<file path="config.mk">
export PLATFORM = sky130hd
export DESIGN_NAME = age_issue_select
export DESIGN_NICKNAME = d
export VERILOG_FILES = /design/src/rtl/age_issue_pkg.sv /design/src/rtl/age_issue_rank.sv /design/src/rtl/age_issue_walk.sv /design/src/rtl/age_issue_unit_pool.sv /design/src/rtl/age_issue_select.sv
export SDC_FILE = /design/constraint.sdc
export NUM_CORES = 1
export LEC_CHECK = 0
export ABC_AREA = 0
export ABC_CLOCK_PERIOD_IN_PS = 12900
export BUFFER_PORTS_ARGS = -buffer_cell sky130_fd_sc_hd__buf_4
export CAP_MARGIN = 20
export CORE_AREA = 2 2 114 116
export CTS_BUF_LIST = sky130_fd_sc_hd__clkbuf_8
export CTS_CLUSTER_SIZE = 10
export DETAILED_ROUTE_END_ITERATION = 7
export DIE_AREA = 0 0 116 118
export PLACE_DENSITY = 0.72
export SETUP_SLACK_MARGIN = 0.15
export SYNTH_ARGS = -nofsm -noshare
export SYNTH_HDL_FRONTEND = slang
export SYNTH_SLANG_ARGS = --single-unit
</file>
<file path="constraint.sdc">
create_clock -name clk -period 12.9 [get_ports clk]
set_input_delay 2.58 -clock clk [delete_from_list [all_inputs] [get_ports clk]]
set_output_delay 2.58 -clock clk [all_outputs]
set_load 0.01 [all_outputs]
</file>
<file path="src/rtl/age_issue_pkg.sv">
package age_issue_pkg;
  localparam int SEQ_W = 16;
  typedef logic [SEQ_W-1:0] seq_t;

  localparam logic [1:0] KIND_NONE = 2'd0;
  localparam logic [1:0] KIND_PIPE = 2'd1;
  localparam logic [1:0] KIND_HELD = 2'd2;

  function automatic logic seq_older(seq_t a, seq_t b);
    seq_t d;
    d = a - b;
    return d[SEQ_W-1];
  endfunction
endpackage

</file>
<file path="src/rtl/age_issue_rank.sv">
module age_issue_rank
  import age_issue_pkg::*;
#(
  parameter int NCLS = 4,
  localparam int IW = (NCLS > 1) ? $clog2(NCLS) : 1
)(
  input  logic                     clk,
  input  logic                     rst,
  input  logic [NCLS-1:0]          elig,
  input  seq_t                     seqs [NCLS],
  output logic [NCLS-1:0][IW-1:0]  ord
);
  logic [IW-1:0] rank [NCLS];

  function automatic logic goes_first(int b, int c);
    if (elig[b] != elig[c]) return elig[b];
    if (!elig[b]) return b < c;
    if (seqs[b] == seqs[c]) return b < c;
    return seq_older(seqs[b], seqs[c]);
  endfunction

  always_comb begin
    for (int c = 0; c < NCLS; c++) begin
      logic [IW-1:0] n;
      n = '0;
      for (int b = 0; b < NCLS; b++)
        if (b != c && goes_first(b, c)) n = n + IW'(1);
      rank[c] = n;
    end
  end

  always_comb begin
    ord = '0;
    for (int c = 0; c < NCLS; c++) ord[rank[c]] = IW'(c);
  end

  // the first slot of the walk holds an eligible class when any exists
  a_r2_first_slot_eligible: assert property (@(posedge clk) disable iff (rst)
    (|elig) |-> elig[ord[0]]);
endmodule

</file>
<file path="src/rtl/age_issue_walk.sv">
module age_issue_walk #(
  parameter int NCLS    = 4,
  parameter int ISSUE_W = 2,
  localparam int IW = (NCLS > 1) ? $clog2(NCLS) : 1,
  localparam int CW = $clog2(ISSUE_W + 1)
)(
  input  logic                     clk,
  input  logic                     rst,
  input  logic                     exec_ready,
  input  logic [NCLS-1:0][IW-1:0]  ord,
  input  logic [NCLS-1:0]          elig,
  input  logic [NCLS-1:0]          squash,
  input  logic [NCLS-1:0]          needs_unit,
  input  logic [NCLS-1:0]          avail,
  output logic [NCLS-1:0]          grant,
  output logic [NCLS-1:0]          discard,
  output logic [NCLS-1:0]          skip,
  output logic [CW-1:0]            cnt
);
  always_comb begin
    grant   = '0;
    discard = '0;
    skip    = '0;
    cnt     = '0;
    for (int r = 0; r < NCLS; r++) begin
      logic [IW-1:0] c;
      c = ord[r];
      if (exec_ready && cnt < CW'(ISSUE_W) && elig[c]) begin
        if (squash[c]) begin
          discard[c] = 1'b1;
        end else if (!needs_unit[c] || avail[c]) begin
          grant[c] = 1'b1;
          cnt      = cnt + CW'(1);
        end else begin
          skip[c] = 1'b1;
        end
      end
    end
  end

  // never more grants than the issue width
  a_r3_width_cap: assert property (@(posedge clk) disable iff (rst)
    $countones(grant) <= ISSUE_W);
  // a discarded head is never also granted
  a_r5_discard_not_grant: assert property (@(posedge clk) disable iff (rst)
    (grant & discard) == '0);
  // a unit-using grant only goes to a class with a free unit
  a_r6_grant_needs_free: assert property (@(posedge clk) disable iff (rst)
    (grant & needs_unit & ~avail) == '0);
endmodule

</file>
<file path="src/rtl/age_issue_unit_pool.sv">
module age_issue_unit_pool
  import age_issue_pkg::*;
#(
  parameter int         UNITS = 1,
  parameter int         LAT   = 1,
  parameter logic [1:0] KIND  = KIND_PIPE,
  localparam int UW  = (UNITS > 1) ? $clog2(UNITS) : 1,
  localparam int HW  = $clog2(LAT + 1)
)(
  input  logic clk,
  input  logic rst,
  input  logic alloc,
  output logic avail,
  output logic release_o
);
  generate
    if (KIND == KIND_NONE) begin : g_none
      assign avail     = 1'b1;
      assign release_o = 1'b0;
    end else if (KIND == KIND_PIPE || LAT <= 1) begin : g_pipe
      logic rel_q;
      assign avail = 1'b1;
      always_ff @(posedge clk) begin
        if (rst) rel_q <= 1'b0;
        else     rel_q <= alloc;
      end
      assign release_o = rel_q;
    end else begin : g_held
      logic [HW-1:0] hold [UNITS];
      logic [UW-1:0] pick;
      logic          found;
      logic          ending;
      logic          rel_q;

      always_comb begin
        pick   = '0;
        found  = 1'b0;
        ending = 1'b0;
        for (int u = 0; u < UNITS; u++) begin
          if (!found && hold[u] == '0) begin
            pick  = UW'(u);
            found = 1'b1;
          end
          if (hold[u] == HW'(1)) ending = 1'b1;
        end
      end
      assign avail = found;

      always_ff @(posedge clk) begin
        if (rst) begin
          for (int u = 0; u < UNITS; u++) hold[u] <= '0;
          rel_q <= 1'b0;
        end else begin
          rel_q <= ending;
          for (int u = 0; u < UNITS; u++) begin
            if (alloc && found && pick == UW'(u))
              hold[u] <= HW'(LAT - 1);
            else if (hold[u] != '0)
              hold[u] <= hold[u] - HW'(1);
          end
        end
      end
      assign release_o = rel_q;

      // the walk only allocates when a unit is free
      a_r6_alloc_only_free: assert property (@(posedge clk) disable iff (rst)
        alloc |-> found);
    end
  endgenerate
endmodule

</file>
<file path="src/rtl/age_issue_select.sv">
module age_issue_select
  import age_issue_pkg::*;
#(
  parameter int NCLS    = 4,
  parameter int ISSUE_W = 2,
  parameter int UNITS   = 1,
  parameter int BUSY_W  = 16,
  parameter logic [2*NCLS-1:0] CLASS_KIND = 8'b10_01_01_00,
  parameter logic [4*NCLS-1:0] CLASS_LAT  = 16'h4_3_1_1,
  localparam int IW = (NCLS > 1) ? $clog2(NCLS) : 1,
  localparam int CW = $clog2(ISSUE_W + 1)
)(
  input  logic                  clk,
  input  logic                  rst,
  input  logic                  exec_ready,
  input  logic [NCLS-1:0]       head_vld,
  input  logic [NCLS-1:0]       head_squash,
  input  logic [NCLS-1:0]       head_mem,
  input  logic [SEQ_W*NCLS-1:0] head_seq,
  output logic [NCLS-1:0]       grant,
  output logic [NCLS-1:0]       pop,
  output logic [NCLS-1:0]       entry_free,
  output logic [NCLS-1:0]       unit_release,
  output logic [CW-1:0]         issue_cnt,
  output logic [BUSY_W-1:0]     busy_total
);
  seq_t                    seqs [NCLS];
  logic [NCLS-1:0]         elig, needs_unit, avail;
  logic [NCLS-1:0]         w_grant, w_discard, w_skip;
  logic [CW-1:0]           w_cnt;
  logic [NCLS-1:0][IW-1:0] ord;

  logic [NCLS-1:0]   grant_q, pop_q, free_q;
  logic [CW-1:0]     cnt_q;
  logic [BUSY_W-1:0] busy_q;

  assign elig = head_vld & ~pop_q;

  genvar g;
  generate
    for (g = 0; g < NCLS; g++) begin : g_cls
      localparam logic [1:0] K = CLASS_KIND[2*g +: 2];
      localparam int         L = int'(CLASS_LAT[4*g +: 4]);
      assign seqs[g]       = head_seq[SEQ_W*g +: SEQ_W];
      assign needs_unit[g] = (K != KIND_NONE);
      age_issue_unit_pool #(.UNITS(UNITS), .LAT(L), .KIND(K)) i_pool (
        .clk(clk), .rst(rst), .alloc(w_grant[g]),
        .avail(avail[g]), .release_o(unit_release[g])
      );
    end
  endgenerate

  age_issue_rank #(.NCLS(NCLS)) i_rank (
    .clk(clk), .rst(rst), .elig(elig), .seqs(seqs), .ord(ord)
  );

  age_issue_walk #(.NCLS(NCLS), .ISSUE_W(ISSUE_W)) i_walk (
    .clk(clk), .rst(rst), .exec_ready(exec_ready), .ord(ord),
    .elig(elig), .squash(head_squash), .needs_unit(needs_unit),
    .avail(avail), .grant(w_grant), .discard(w_discard),
    .skip(w_skip), .cnt(w_cnt)
  );

  always_ff @(posedge clk) begin
    if (rst) begin
      grant_q <= '0;
      pop_q   <= '0;
      free_q  <= '0;
      cnt_q   <= '0;
      busy_q  <= '0;
    end else begin
      grant_q <= w_grant;
      pop_q   <= w_grant | w_discard;
      free_q  <= w_grant & ~head_mem;
      cnt_q   <= w_cnt;
      busy_q  <= busy_q + BUSY_W'($countones(w_skip));
    end
  end

  assign grant      = grant_q;
  assign pop        = pop_q;
  assign entry_free = free_q;
  assign issue_cnt  = cnt_q;
  assign busy_total = busy_q;

  // a decision taken while downstream is stalled pops nothing
  a_r4_stall_quiet: assert property (@(posedge clk) disable iff (rst)
    !exec_ready |=> pop_q == '0);
  // entries are freed only for granted heads
  a_r9_free_within_grant: assert property (@(posedge clk) disable iff (rst)
    (free_q & ~grant_q) == '0);
  // a class popped in one cycle is not granted in the next
  a_r10_pop_mask: assert property (@(posedge clk) disable iff (rst)
    (|pop_q) |=> (grant_q & $past(pop_q)) == '0);
  // the count output matches the grant vector
  a_r11_count_match: assert property (@(posedge clk) disable iff (rst)
    issue_cnt == CW'($countones(grant_q)));
endmodule

</file>
==> flow_summary.json <==
{
  "status": "complete, no violations",
  "pin_count": 113,
  "yosysSeqAreaShare": 0.116,
  "worst_r2r_path_depth": 23,
  "async_reset_ff_frac": 0,
  "antenna_found_initial": 0,
  "fp.coreArea_sq_um": 12400,
  "synth_edf_count": 3,
  "cts_tree": "done",
  "synthCells": 761,
  "start_util": 0.492,
  "slew_viol_final": 0,
  "grt_remaining_overflow": 0,
  "power_density_nw_per_um2": 102,
  "nFillCells": 1222,
  "start_kind": "input pin",
  "cts_setup_buffers": 0,
  "cts_root_buffer": "clkbuf_8",
  "grt_max_degree": 35,
  "finClkSkew_ns": 0.00788,
  "place_congestion": 0.955,
  "min_path_cells": 2,
  "post_synth.cell_area_avg_sq_um": 8.03,
  "synth_cell_types": 82,
  "ff2ff_setup_slack_ns": 7.12,
  "p_total_uw": 727,
  "drt_first_pass_iters": 7,
  "synth_top_area_share": 0.299,
  "ys.flop_type": "dfxtp_1",
  "clk_pin_slew_ns": 0.07,
  "arrival_ns": 9.80,
  "cts_buffers": 5,
  "path_depth": 35,
  "cts_num_sinks": 34,
  "finalCritPeriodShare": 0.743,
  "cts.htree.levels": 2,
  "synth_seq_cells": 34,
  "ir_worst_vdd_mv": 0.0411,
  "synth_area_leader_cell": "ha_1",
  "worstPathBufferInverterCount": 3,
  "gr-usage-all-layers": 0.244,
  "worstSkewPairLatency_ns": 0.28,
  "critPathKind": "in2reg",
  "post_drt_wl_per_cell_microns": 16.1,
  "drc": 0,
  "final_common_cell": "ha_1",
  "slowest_delay_ns": 0.41,
  "vias_per_cell": 5.61,
  "rows": 41,
  "setup_tns_ns": 0,
  "final_cell_mix": "146 x ha_1, 111 x buf_4, 66 x inv_1",
  "ant_nets": 0,
  "max-cap-violations": 0,
  "syn_area_sq_um": 6110,
  "synth_area_leaders": "ha_1 30%, dfxtp_1 10%, a21oi_1 4.6%",
  "ys_warn_count": 0,
  "max_clock_freq_mhz": 104,
  "worstPathRequired_ns": 13.11,
  "final_nets": 1088,
  "hold_buffers": 0,
  "first_global_vias": 5553,
  "hold_viol_final": 0,
  "n_antenna_cell": 0,
  "path_common_cell": "o21a_1",
  "leakage_nw": 3.47,
  "cp_max_fo": 8,
  "drt_wl_total_mm": 16.6,
  "cts_buffer_depth": 2,
  "crit_slowest_cell": "nor2b_1",
  "cts_resized": 0,
  "worstSetupEndpointType": "flop",
  "vias": 5794,
  "relSlewSlack": 0.508,
  "cp_top_family": "compound AO/OA/AOI/OAI gates",
  "hp-class": "reg2reg",
  "drive_gt1_frac": 0.177,
  "fp.dieW_microns": 116,
  "rsz0062_at_grt": "no",
  "dr.first_iter.drc_count": 310,
  "io_buffers": 111,
  "synthToLayoutAreaGrowth_pct": 16.4,
  "post-route-util": 0.573,
  "worst_slew_pin_slew_ns": 0.731,
  "dieArea_sq_um": 13700,
  "setup-violations-final": 0,
  "grt_pass1_wl_mm": 27.3,
  "dp_hpwl_mm": 14.3,
  "die_h_microns": 118,
  "min_period_ns": 9.59
}
-- power breakdown --
group | internal, mW | switching, mW
clock network | 0.0422 | 0.0356
registers | 0.128 | 0.0102
logic | 0.210 | 0.302
total | 0.379 | 0.348
-- layout make-up --
cell class                 instances  area (sq um)  area share
clock inverter                     2          8.76     0.00123
inverter                          65           244      0.0343
clock buffer                       6          82.6      0.0116
tap                              172           215      0.0303
sequential                        34           711      0.0999
multi-input combinational        643          5020       0.705
timing repair buffer             111           833       0.117
-- path summary, 6_finish.rpt --
kind | start | endpoint
max reg2reg | pop[3] | busy_total[6]
min reg2reg | busy_total[6] | busy_total[6]
min | busy_total[6] | busy_total[6]
max | head_seq[33] | busy_total[6]
-- worst reg2reg max path: cells and delay by family (launching register included) --
kind	cells	cell delay, ns
and+or+nand+nor	7	1.96
AOI/OAI and AO/OA	9	1.94
buffers and inverters	3	0.28
adders and majority gates	4	1.26
DFF	1	0.33
-- cells by family (layout without fill, tap and decap cells) --
| kind of cell | after synthesis | after routing | synth area share |
|---|---|---|---|
| DFF | 34 | 34 | 0.116 |
| other | 2 | 4 | 0.00123 |
| and+or+nand+nor | 238 | 238 | 0.210 |
| muxes | 14 | 14 | 0.0240 |
| adders and majority gates | 150 | 150 | 0.311 |
| AOI/OAI and AO/OA | 216 | 216 | 0.241 |
| buffers and inverters | 86 | 184 | 0.0635 |
| xor gates and xnor gates | 21 | 21 | 0.0332 |
-- cells in the mapped netlist, types with 4 or more instances --
master	n
nor3_1	13
a21oi_2	4
inv_1	65
dfxtp_1	31
or2_2	4
o21a_1	22
and4_1	4
nor2_1	55
and2_1	4
ha_1	146
nand2b_1	23
o21ai_0	45
mux2i_1	12
xnor2_1	4
a21o_1	13
a21oi_1	56
or3_1	5
nor2b_1	26
buf_4	8
nand2_1	39
nand3_1	17
nand3b_1	5
xor2_1	16
o211ai_1	9
a211oi_1	7
o22ai_1	4
a31oi_1	8
nor4_1	5
nand4_1	19
clkbuf_1	8
and3_1	4
-- through the flow --
step                      hold WS, ns  std cells  cell area (sq um)  worst slack (ns)
final                           0.502       1033               7110              3.31
after floorplan                 0.477        763               6120              3.92
after CTS                       0.499       1033               7110              3.37
after detailed placement        0.485       1025               7020              3.16
after global placement          0.478       1025               7020              3.25
after global routing            0.521       1033               7110              2.65
-- registers in the layout (all words and copies together) (netlist names) --
register	flops
g_cls.i_pool.release_o	1
g_cls.i_pool.g_held.hold	3
grant	4
entry_free	4
issue_cnt	2
busy_total	16
pop	4
-- per-layer routing --
layer / vias to the layer above / GRT usage / wire length [microns]
met3: 25 / 0.0288 / 799
met1: 2654 / 0.339 / 7780
met4: 0 / 0.0439 / 247
li1: 2961 / - / -
met5: - / 0 / 0
met2: 154 / 0.408 / 7780
Note: power is estimated with default switching activity, not from simulation.
